===== config.mk =====
export PLATFORM = sky130hd
export DESIGN_NAME = store_fwd_queue
export DESIGN_NICKNAME = d
export VERILOG_FILES = /design/src/rtl/sq_pkg.sv /design/src/rtl/sq_ptr_ctrl.sv /design/src/rtl/sq_storage.sv /design/src/rtl/sq_fwd.sv /design/src/rtl/store_fwd_queue.sv
export SDC_FILE = /design/constraint.sdc
export NUM_CORES = 2
export LEC_CHECK = 0
export BUFFER_PORTS_ARGS = -buffer_cell sky130_fd_sc_hd__buf_2
export CAP_MARGIN = 30
export CORE_AREA = 4 4 414 416
export DETAILED_ROUTE_END_ITERATION = 8
export DIE_AREA = 0 0 418 420
export PLACE_DENSITY_LB_ADDON = 0.05
export SETUP_SLACK_MARGIN = 0.4
export SLEW_MARGIN = 30
export SYNTH_ARGS = -nofsm -noshare
export SYNTH_HDL_FRONTEND = slang
export SYNTH_SLANG_ARGS = --single-unit

===== constraint.sdc =====
create_clock -name clk -period 27.3 [get_ports clk]
set_clock_uncertainty 0.1 [all_clocks]
set_input_delay 4.095 -clock clk [delete_from_list [all_inputs] [get_ports clk]]
set_output_delay 4.095 -clock clk [all_outputs]
set_load 0.05 [all_outputs]

===== src/rtl/sq_pkg.sv =====
package sq_pkg;
  // Access size code: width in bytes is 1 << code
  typedef enum logic [1:0] {
    SZ_BYTE = 2'd0,
    SZ_HALF = 2'd1,
    SZ_WORD = 2'd2,
    SZ_DBL  = 2'd3
  } acc_size_e;

  function automatic logic [3:0] size_bytes(input logic [1:0] code);
    return 4'd1 << code;
  endfunction
endpackage


===== src/rtl/sq_ptr_ctrl.sv =====
module sq_ptr_ctrl #(
  parameter int DEPTH = 8,
  localparam int IW = $clog2(DEPTH),
  localparam int PW = IW + 1
) (
  input  logic          clk,
  input  logic          rst_n,
  input  logic          enq_fire,
  input  logic          drain_fire,
  input  logic          flush_valid,
  input  logic [PW-1:0] flush_tail,
  output logic [PW-1:0] head_ptr,
  output logic [PW-1:0] tail_ptr,
  output logic [PW-1:0] count,
  output logic          full
);
  localparam logic [PW-1:0] DEPTH_P = PW'(DEPTH);

  always_ff @(posedge clk or negedge rst_n) begin
    if (!rst_n) begin
      head_ptr <= '0;
      tail_ptr <= '0;
    end else begin
      if (drain_fire) head_ptr <= head_ptr + 1'b1;
      if (flush_valid)   tail_ptr <= flush_tail;
      else if (enq_fire) tail_ptr <= tail_ptr + 1'b1;
    end
  end

  assign count = tail_ptr - head_ptr;
  assign full  = (count == DEPTH_P);

  AST_NO_OVERFLOW: assert property (@(posedge clk) disable iff (!rst_n)
    count <= DEPTH_P);
  AST_ENQ_STEP: assert property (@(posedge clk) disable iff (!rst_n)
    (enq_fire && !flush_valid) |=> (tail_ptr == $past(tail_ptr) + 1'b1));
endmodule


===== src/rtl/sq_storage.sv =====
module sq_storage #(
  parameter int DEPTH = 8,
  parameter int AW    = 32,
  parameter int DW    = 64,
  localparam int IW   = $clog2(DEPTH)
) (
  input  logic          clk,
  input  logic          rst_n,
  input  logic          wr_en,
  input  logic [IW-1:0] wr_idx,
  input  logic [AW-1:0] wr_addr,
  input  logic [DW-1:0] wr_data,
  input  logic [1:0]    wr_size,
  input  logic          mark_en,
  input  logic [IW-1:0] mark_idx,
  output logic [AW-1:0] addr_q [DEPTH],
  output logic [DW-1:0] data_q [DEPTH],
  output logic [1:0]    size_q [DEPTH],
  output logic          done_q [DEPTH]
);
  for (genvar g = 0; g < DEPTH; g++) begin : g_ent
    always_ff @(posedge clk or negedge rst_n) begin
      if (!rst_n) begin
        addr_q[g] <= '0;
        data_q[g] <= '0;
        size_q[g] <= '0;
        done_q[g] <= 1'b0;
      end else if (wr_en && wr_idx == IW'(g)) begin
        addr_q[g] <= wr_addr;
        data_q[g] <= wr_data;
        size_q[g] <= wr_size;
        done_q[g] <= 1'b0;
      end else if (mark_en && mark_idx == IW'(g)) begin
        done_q[g] <= 1'b1;
      end
    end
  end
endmodule


===== src/rtl/sq_fwd.sv =====
module sq_fwd
  import sq_pkg::*;
#(
  parameter int DEPTH   = 8,
  parameter int AW      = 32,
  parameter int DW      = 64,
  parameter int MATCH_W = 12,
  localparam int IW = $clog2(DEPTH),
  localparam int PW = IW + 1,
  localparam int EW = MATCH_W + 1
) (
  input  logic          clk,
  input  logic          rst_n,
  input  logic [PW-1:0] head_ptr,
  input  logic [PW-1:0] count,
  input  logic [AW-1:0] addr_q [DEPTH],
  input  logic [DW-1:0] data_q [DEPTH],
  input  logic [1:0]    size_q [DEPTH],
  input  logic          ld_valid,
  input  logic [AW-1:0] ld_addr,
  input  logic [1:0]    ld_size,
  input  logic [PW-1:0] ld_tail,
  output logic          ld_hit,
  output logic          ld_mem,
  output logic          ld_conflict,
  output logic [DW-1:0] ld_data
);
  logic [PW-1:0] lim;
  logic [EW-1:0] ld_lo, ld_hi;
  logic          found, covers;
  logic [IW-1:0] sel;
  logic [2:0]    off;
  logic [DW-1:0] shifted, keep;

  // Scan oldest to youngest; the last overlapping older entry wins
  always_comb begin
    lim = ld_tail - head_ptr;
    if (lim > count) lim = count;
    ld_lo  = {1'b0, ld_addr[MATCH_W-1:0]};
    ld_hi  = ld_lo + EW'(size_bytes(ld_size));
    found  = 1'b0;
    covers = 1'b0;
    sel    = '0;
    off    = '0;
    for (int r = 0; r < DEPTH; r++) begin
      logic [IW-1:0] slot;
      logic [EW-1:0] st_lo, st_hi;
      slot  = head_ptr[IW-1:0] + IW'(r);
      st_lo = {1'b0, addr_q[slot][MATCH_W-1:0]};
      st_hi = st_lo + EW'(size_bytes(size_q[slot]));
      if (PW'(r) < lim && st_lo < ld_hi && ld_lo < st_hi) begin
        found  = 1'b1;
        covers = (st_lo <= ld_lo) && (ld_hi <= st_hi);
        sel    = slot;
        off    = 3'(ld_lo - st_lo);
      end
    end
  end

  always_comb begin
    unique case (ld_size)
      2'd0:    keep = DW'(8'hFF);
      2'd1:    keep = DW'(16'hFFFF);
      2'd2:    keep = DW'(32'hFFFF_FFFF);
      default: keep = '1;
    endcase
    shifted = data_q[sel] >> {off, 3'b000};
  end

  assign ld_hit      = ld_valid && found && covers;
  assign ld_conflict = ld_valid && found && !covers;
  assign ld_mem      = ld_valid && !found;
  assign ld_data     = ld_hit ? (shifted & keep) : '0;

  AST_ONE_OUTCOME: assert property (@(posedge clk) disable iff (!rst_n)
    ld_valid |-> ($countones({ld_hit, ld_mem, ld_conflict}) == 1));
  AST_QUIET_IDLE: assert property (@(posedge clk) disable iff (!rst_n)
    !ld_valid |-> !(ld_hit || ld_mem || ld_conflict));
  AST_BYTE_ZEXT: assert property (@(posedge clk) disable iff (!rst_n)
    (ld_hit && ld_size == 2'd0) |-> (ld_data[DW-1:8] == '0));
  AST_EMPTY_MISS: assert property (@(posedge clk) disable iff (!rst_n)
    (ld_valid && count == '0) |-> ld_mem);
endmodule


===== src/rtl/store_fwd_queue.sv =====
module store_fwd_queue #(
  parameter int DEPTH   = 8,
  parameter int AW      = 32,
  parameter int DW      = 64,
  parameter int MATCH_W = 12,
  localparam int IW = $clog2(DEPTH),
  localparam int PW = IW + 1
) (
  input  logic          clk,
  input  logic          rst_n,
  input  logic          enq_valid,
  output logic          enq_ready,
  input  logic [AW-1:0] enq_addr,
  input  logic [DW-1:0] enq_data,
  input  logic [1:0]    enq_size,
  input  logic          done_valid,
  input  logic [IW-1:0] done_idx,
  output logic          mem_valid,
  input  logic          mem_ready,
  output logic [AW-1:0] mem_addr,
  output logic [DW-1:0] mem_data,
  output logic [1:0]    mem_size,
  input  logic          ld_valid,
  input  logic [AW-1:0] ld_addr,
  input  logic [1:0]    ld_size,
  input  logic [PW-1:0] ld_tail,
  output logic          ld_hit,
  output logic [DW-1:0] ld_data,
  output logic          ld_mem,
  output logic          ld_conflict,
  input  logic          flush_valid,
  input  logic [PW-1:0] flush_tail,
  output logic [PW-1:0] tail_ptr,
  output logic          full
);
  logic [PW-1:0] head_ptr, count;
  logic          enq_fire, drain_fire;
  logic [AW-1:0] addr_q [DEPTH];
  logic [DW-1:0] data_q [DEPTH];
  logic [1:0]    size_q [DEPTH];
  logic          done_q [DEPTH];
  logic [IW-1:0] head_idx;

  assign head_idx   = head_ptr[IW-1:0];
  assign enq_ready  = !full && !flush_valid;
  assign enq_fire   = enq_valid && enq_ready;
  assign mem_valid  = (count != '0) && done_q[head_idx];
  assign drain_fire = mem_valid && mem_ready;
  assign mem_addr   = addr_q[head_idx];
  assign mem_data   = data_q[head_idx];
  assign mem_size   = size_q[head_idx];

  sq_ptr_ctrl #(.DEPTH(DEPTH)) u_ptr (
    .clk, .rst_n,
    .enq_fire, .drain_fire, .flush_valid, .flush_tail,
    .head_ptr, .tail_ptr, .count, .full
  );

  sq_storage #(.DEPTH(DEPTH), .AW(AW), .DW(DW)) u_mem (
    .clk, .rst_n,
    .wr_en(enq_fire), .wr_idx(tail_ptr[IW-1:0]),
    .wr_addr(enq_addr), .wr_data(enq_data), .wr_size(enq_size),
    .mark_en(done_valid), .mark_idx(done_idx),
    .addr_q, .data_q, .size_q, .done_q
  );

  sq_fwd #(.DEPTH(DEPTH), .AW(AW), .DW(DW), .MATCH_W(MATCH_W)) u_fwd (
    .clk, .rst_n,
    .head_ptr, .count, .addr_q, .data_q, .size_q,
    .ld_valid, .ld_addr, .ld_size, .ld_tail,
    .ld_hit, .ld_mem, .ld_conflict, .ld_data
  );

  AST_FULL_BLOCKS: assert property (@(posedge clk) disable iff (!rst_n)
    full |-> !enq_ready);
  AST_DRAIN_HOLD: assert property (@(posedge clk) disable iff (!rst_n)
    (mem_valid && !mem_ready) |=> (mem_valid && $stable(mem_addr)
                                   && $stable(mem_data) && $stable(mem_size)));
  AST_FLUSH_REWIND: assert property (@(posedge clk) disable iff (!rst_n)
    flush_valid |=> (tail_ptr == $past(flush_tail)));
  AST_FLUSH_NO_ENQ: assert property (@(posedge clk) disable iff (!rst_n)
    flush_valid |-> !enq_ready);
endmodule


==> After elaboration in Yosys (flattened, before gate mapping) <==
Cells that the tools add are included.
{ "word_totals": {"ff_bits": 800, "inputBits": 150, "output_inout_bits": 172, "word_cells": 324} }
{ "op_classes": {"addsub": 28, "n_lt_le_gt_ge": 50, "n_eq_ne": 17, "n_shift": 10, "n_mux": 110, "bitwise": 10, "reduce_logical": 65} }
{ "op_table": {"columns": ["op", "n"], "rows": [
  ["binary-select mux 32 bit (select 3 bit)", 8],
  ["binary-select mux 64 bit (select 3 bit)", 2],
  ["two-way mux 64 bit", 5],
  ["< comparator 12 x 13 -> 1 bit", 16],
  ["case mux 64 bit (3 select lines)", 1],
  ["two-way mux 12 bit", 14],
  ["adder 12 x 4 -> 13 bit", 9],
  ["less-or-equal comparator 13 bit", 8],
  ["less-or-equal comparator 12 bit", 8],
  ["AND 64 bit", 1],
  ["two-way mux 32 bit", 2],
  [">> shifter 64 x 6 -> 64 bit", 1],
  ["binary-select mux 2 bit (select 3 bit)", 8],
  ["logical AND 1 bit", 48],
  ["two-way mux 3 bit", 16],
  [">= comparator 4 bit (second input constant)", 9],
  ["inverter 3 -> 4 bit", 9],
  ["<< shifter 1 x 2 -> 4 bit (first input constant)", 9],
  ["two-way mux 1 bit", 34],
  ["two-way mux 2 bit", 16],
  ["== test 3 bit (second input constant)", 8],
  ["subtractor 3 bit", 8],
  ["nonzero test 2 bit", 9],
  ["< comparator 3 x 4 -> 1 bit (first input constant)", 4],
  ["19 further kinds", 37]
]} }

==> Logic depth before layout (Yosys ltp) <==
{ "logic_depth": {"word_depth": 23, "depth_mapped": 44, "depth_no_buf": 31} }

==> Modules after synthesis <==
From an unflattened synthesis, not the netlist that was laid out.
{ "unflattened": {"hier_cells": 5143, "hier_area_um2": 60395.4} }
{ "modules_own_cells": {"columns": ["module", "n_inst", "cells_each", "area_per_inst_um2", "seq_area_each_um2"], "rows": [
  ["sq_storage", 1, 1691, 29503.3, 19819.0],
  ["sq_fwd", 1, 3043, 24449.7, 0.0],
  ["store_fwd_queue", 1, 360, 5941.9, 0.0],
  ["sq_ptr_ctrl", 1, 49, 500.5, 200.2]
]} }

==> Worst setup path before layout <==
Ideal clock, no wire load.
{ "synth_path": {"path_type": "input-to-output", "start": "input port ld_size[1]", "end": "output port ld_data[9]", "arrival_time_ps": 10879, "t_required_ps": 23105, "slack_ps": 12226, "cell_stages": 25, "path_buffers": 2, "cell_sequence": "nor2_1 -> ha_1 -> fa_1 -> nand3_1 -> and2_1 -> nor4_1 -> xnor2_1 -> inv_1 -> ha_1 -> a21oi_1 -> nor2_1 -> a311oi_1 -> nor4_1 -> a2111oi_2 -> nor2_1 -> a221oi_2 -> mux2i_1 -> clkbuf_1 -> clkbuf_1 -> nand2_1 -> nand3_1 -> nand4_1 -> nor2_1 -> a211oi_1 -> a2111oi_1"} }
{ "synth_via": {"elab_chain_len": 20, "elab_cells_between_ends": 87, "cone_classes": "add/sub (1); order compare (16); eq/ne (2); shift (2); mux (37); bitwise (2); reduce/logical (27)"} }
{ "synth_lines": {"columns": ["element", "line_no", "source"], "rows": [
  ["from (decl)", "store_fwd_queue.sv:25", "input logic [1:0] ld_size,"],
  ["<< shifter 1 x 2 -> 4 bit", "sq_pkg.sv:11", "return 4'd1 << code;"],
  ["adder 12 x 4 -> 13 bit", "sq_fwd.sv:40", "ld_hi = ld_lo + EW'(size_bytes(ld_size));"],
  ["< comparator 12 x 13 -> 1 bit", "sq_fwd.sv:51", "if (PW'(r) < lim && st_lo < ld_hi && ld_lo < st_hi) begin"],
  ["logical AND 1 bit (2 in series)", "sq_fwd.sv:51", null],
  ["two-way mux 3 bit (8 in series)", "sq_fwd.sv:51", null],
  ["inverter 3 -> 4 bit (not written as such)", "sq_fwd.sv:67", "shifted = data_q[sel] >> {off, 3'b000};"],
  ["binary-select mux 64 bit (select 3 bit)", "sq_fwd.sv:67", null],
  ["two-way mux 64 bit (not written as such) (2 in series)", "sq_fwd.sv:67", null],
  [">> shifter 64 x 6 -> 64 bit", "sq_fwd.sv:67", null],
  ["AND 64 bit", "sq_fwd.sv:73", "assign ld_data = ld_hit ? (shifted & keep) : '0;"],
  ["two-way mux 64 bit *", "sq_fwd.sv:73", null],
  ["to (decl)", "store_fwd_queue.sv:28", "output logic [DW-1:0] ld_data,"]
]} }
Every way passes the cells marked *; elsewhere a longest branch is shown, timed or not. The select of a mux whose other input is x is not followed.

==> Worst setup path in the final report <==
{ "layout_path": {"start": "input port ld_size[1]", "end": "output port ld_data[6]"} }
{ "layout_via": {"elab_chain_len": 20, "elab_cells_between_ends": 83, "cone_classes": "add/sub (1); order compare (16); shift (2); mux (36); bitwise (2); reduce/logical (26)"} }
{ "layout_lines": {"columns": ["element", "line_no"], "rows": [
  ["<< shifter 1 x 2 -> 4 bit *", "sq_pkg.sv:11"],
  ["adder 12 x 4 -> 13 bit *", "sq_fwd.sv:40"],
  ["< comparator 12 x 13 -> 1 bit", "sq_fwd.sv:51"],
  ["logical AND 1 bit (2 in series)", "sq_fwd.sv:51"],
  ["two-way mux 3 bit (8 in series)", "sq_fwd.sv:51"],
  ["inverter 3 -> 4 bit (not written as such)", "sq_fwd.sv:67"],
  ["binary-select mux 64 bit (select 3 bit)", "sq_fwd.sv:67"],
  ["two-way mux 64 bit (not written as such) (2 in series)", "sq_fwd.sv:67"],
  [">> shifter 64 x 6 -> 64 bit", "sq_fwd.sv:67"],
  ["AND 64 bit", "sq_fwd.sv:73"],
  ["two-way mux 64 bit *", "sq_fwd.sv:73"]
]} }
Marked as above.

==> impl_metrics.ini <==
[timing]
drv_slew = 0
fin_crit_sh_pct = 66.7
max_freq_ghz = 0.0550
finalHoldViolations = 0
tightest_slew_ns = 1.03
max-slew-margin-rel_pct = 31.2
worst_slack_ns = 9.10
setup_violations = 0
tns_ns = 0
grt_setup_unrepaired = false
finalCriticalPeriod_ns = 18.20

[cells_and_area]
multi_input_area_um2 = 36800
utilization_pct = 39.3
nets = 6132
syn_to_final_growth_pct = 12.5
nFillCells = 16300
register_area_um2 = 20000
final_layout_size_suffix_gt1_share_pct = 31.2

[die]
die_w_um = 418
core_um2 = 167000
rows = 150
dieHeight_um = 420
die_area_um2 = 176000
start_util_pct = 34.9
ios = 322

[global_routing]
grt_pass1_vias = 45600
grt_pass1_wl_um = 331000
grt_busiest_layer = met2
gr-usage-met3_pct = 3.00
antenna_found_initial = 39
grt_usage_pct = 25.7
grt_overflow = 0
grt_max_degree = 139
grtUsageMet1_pct = 35.4
grt_util_met2_pct = 42.2

[clock_network]
holdBufCountCts = 0
post-cts-setup-buffers = 0
insertion_delay_ns = 0.69
h-tree-depth = 3
clock_sinks = 800
cts_max_path_buffers = 3
cts_buffers = 97
cts.clk_slew.worst_paths_ns = 0.06
cts_tree = built
root_buffer = clkbuf_16
post_cts_resized = 0

[setup_path]
crit_family = compound AO/OA/AOI/OAI gates
slowest_delay_ns = 0.78
cp.required_ns = 23.10
path_buf_inv = 7
crit_path_start_kind = input pin
cp_max_fo = 61
cpMostUsedCell = buf_4
crit_path_end_kind = primary output
arrival_ns = 14.00
crit_type = input pin to primary output
cp_slowest_cell = buf_4

[synthesis]
ys_warn_count = 0
post_synth.cell_area_avg_um2 = 11.0
async_reset_ff_share_pct = 100
synth_edf_count = 0
synth-seq-cells = 800
ys.flop_type = dfrtp_1
synthCells = 5313
synth_fp_nets = 5918
syn_area_um2 = 58400
yosysUniqueCellTypes = 103
yosysSeqAreaShare_pct = 34.3

[drt]
final_antenna_net_count = 0
drt_iter0_markers = 3349
avgViaCountPerCell = 5.81
dr_total_vias = 45400
drt_wl_total_um = 229000
wl_per_cell_um = 29.3
drt_pass1_iterations = 6
drc = 0

[job]
max_cap_violations = 0

[placed_design]
gp_congestion = 0.958
hpwl_um = 160000
numPortBuffers = 301
dp_slack_ns = 9.05

[status]
run_status = complete, no violations

[hold_path]
hold_class = flop to flop
[per-stage QoR]
stage	hold slack, ns	cells	instance area [µm²]
3_3_place_gp	0.382	7629	62300
4_1_cts	0.402	7803	65600
2_1_floorplan	0.357	5313	58400
6_report	0.397	7819	65700
3_5_place_dp	0.386	7630	62400
5_1_grt	0.408	7813	65700
[per-layer routing]
layer  up-vias  wire length [µm]
li1      20300                 -
met1     23700            103000
met2      1137            109000
met3       297             10100
met4        14              6780
met5         -                86
[registers in the layout, indices dropped and copies added (netlist names)]
register and count:
u_mem.addr_q 256, u_ptr.tail_ptr 4, u_ptr.head_ptr 4, u_mem.done_q 8, u_mem.data_q 512, u_mem.size_q 16
[cell families after synthesis]
kind of cell / synth area share, %
AO/OA/AOI/OAI: 8.41
flip-flops: 34.3
multiplexers: 31.1
AND/OR/NAND/NOR: 11.3
adder cells (fa/ha/maj): 9.99
XOR/XNOR: 1.76
buffers and inverters: 3.16
[cells in the mapped netlist (60+ instances only)]
master	number	area (µm²)
nand2_1	864	3240
mux2_2	827	9310
dfrtp_1	800	20000
ha_1	436	5460
mux4_2	298	6710
nor2_1	216	811
mux2i_1	199	1990
a21oi_1	148	741
nand3_1	144	721
clkbuf_1	124	465
inv_1	109	409
o21ai_0	109	546
buf_1	83	312
a21o_1	60	450
[cells in the final DEF (no fill, tap or decap), types with 144 or more instances in the layout]
cell / count
a21oi_1: 147
ha_1: 435
mux4_2: 298
mux2_2: 827
nand2_1: 859
nor2_1: 215
nand3_1: 144
mux2i_1: 198
dfrtp_1: 797
buf_2: 300
[path summary, 6_finish.rpt]
kind	from	to	slack, ns	depth (start not counted)
setup / recovery	ld_size[1]	ld_data[6]	9.10	28
hold / removal	u_mem.addr_q[47]$_DFFE_PN0P_	u_mem.addr_q[47]$_DFFE_PN0P_	0.40	1
setup reg to reg	u_ptr.head_ptr[2]$_DFFE_PN0P_	u_mem.data_q[489]$_DFFE_PN0P_	20.08	14
hold reg to reg	u_mem.addr_q[47]$_DFFE_PN0P_	u_mem.addr_q[47]$_DFFE_PN0P_	0.40	1
max in group asynchronous	rst_n	u_mem.data_q[366]$_DFFE_PN0P_	20.74	5
min in group asynchronous	rst_n	u_mem.addr_q[85]$_DFFE_PN0P_	3.34	1
[worst register-to-register path: cells and delay by family (launching register included)]
family / cells / cell delay [ns]
DFF: 1 / 1.01
adders and majority gates: 1 / 0.47
and+or+nand+nor: 5 / 1.70
AOI/OAI and AO/OA: 2 / 0.34
buffers and inverters: 5 / 3.03
muxes: 1 / 0.48
[cell type report]
| class | count | area share, % |
|---|---|---|
| clock inverter | 29 | 0.560 |
| clock buffer | 144 | 4.36 |
| multi-input combinational | 4110 | 56.0 |
| timing repair buffer | 405 | 3.72 |
| sequential | 800 | 30.5 |
| inverter | 113 | 0.653 |
| tap | 2204 | 4.20 |
| antenna | 14 | 0.0533 |
Power is not shown: default switching activity piles up to over one toggle a cycle in this logic, so the estimate is an artifact.
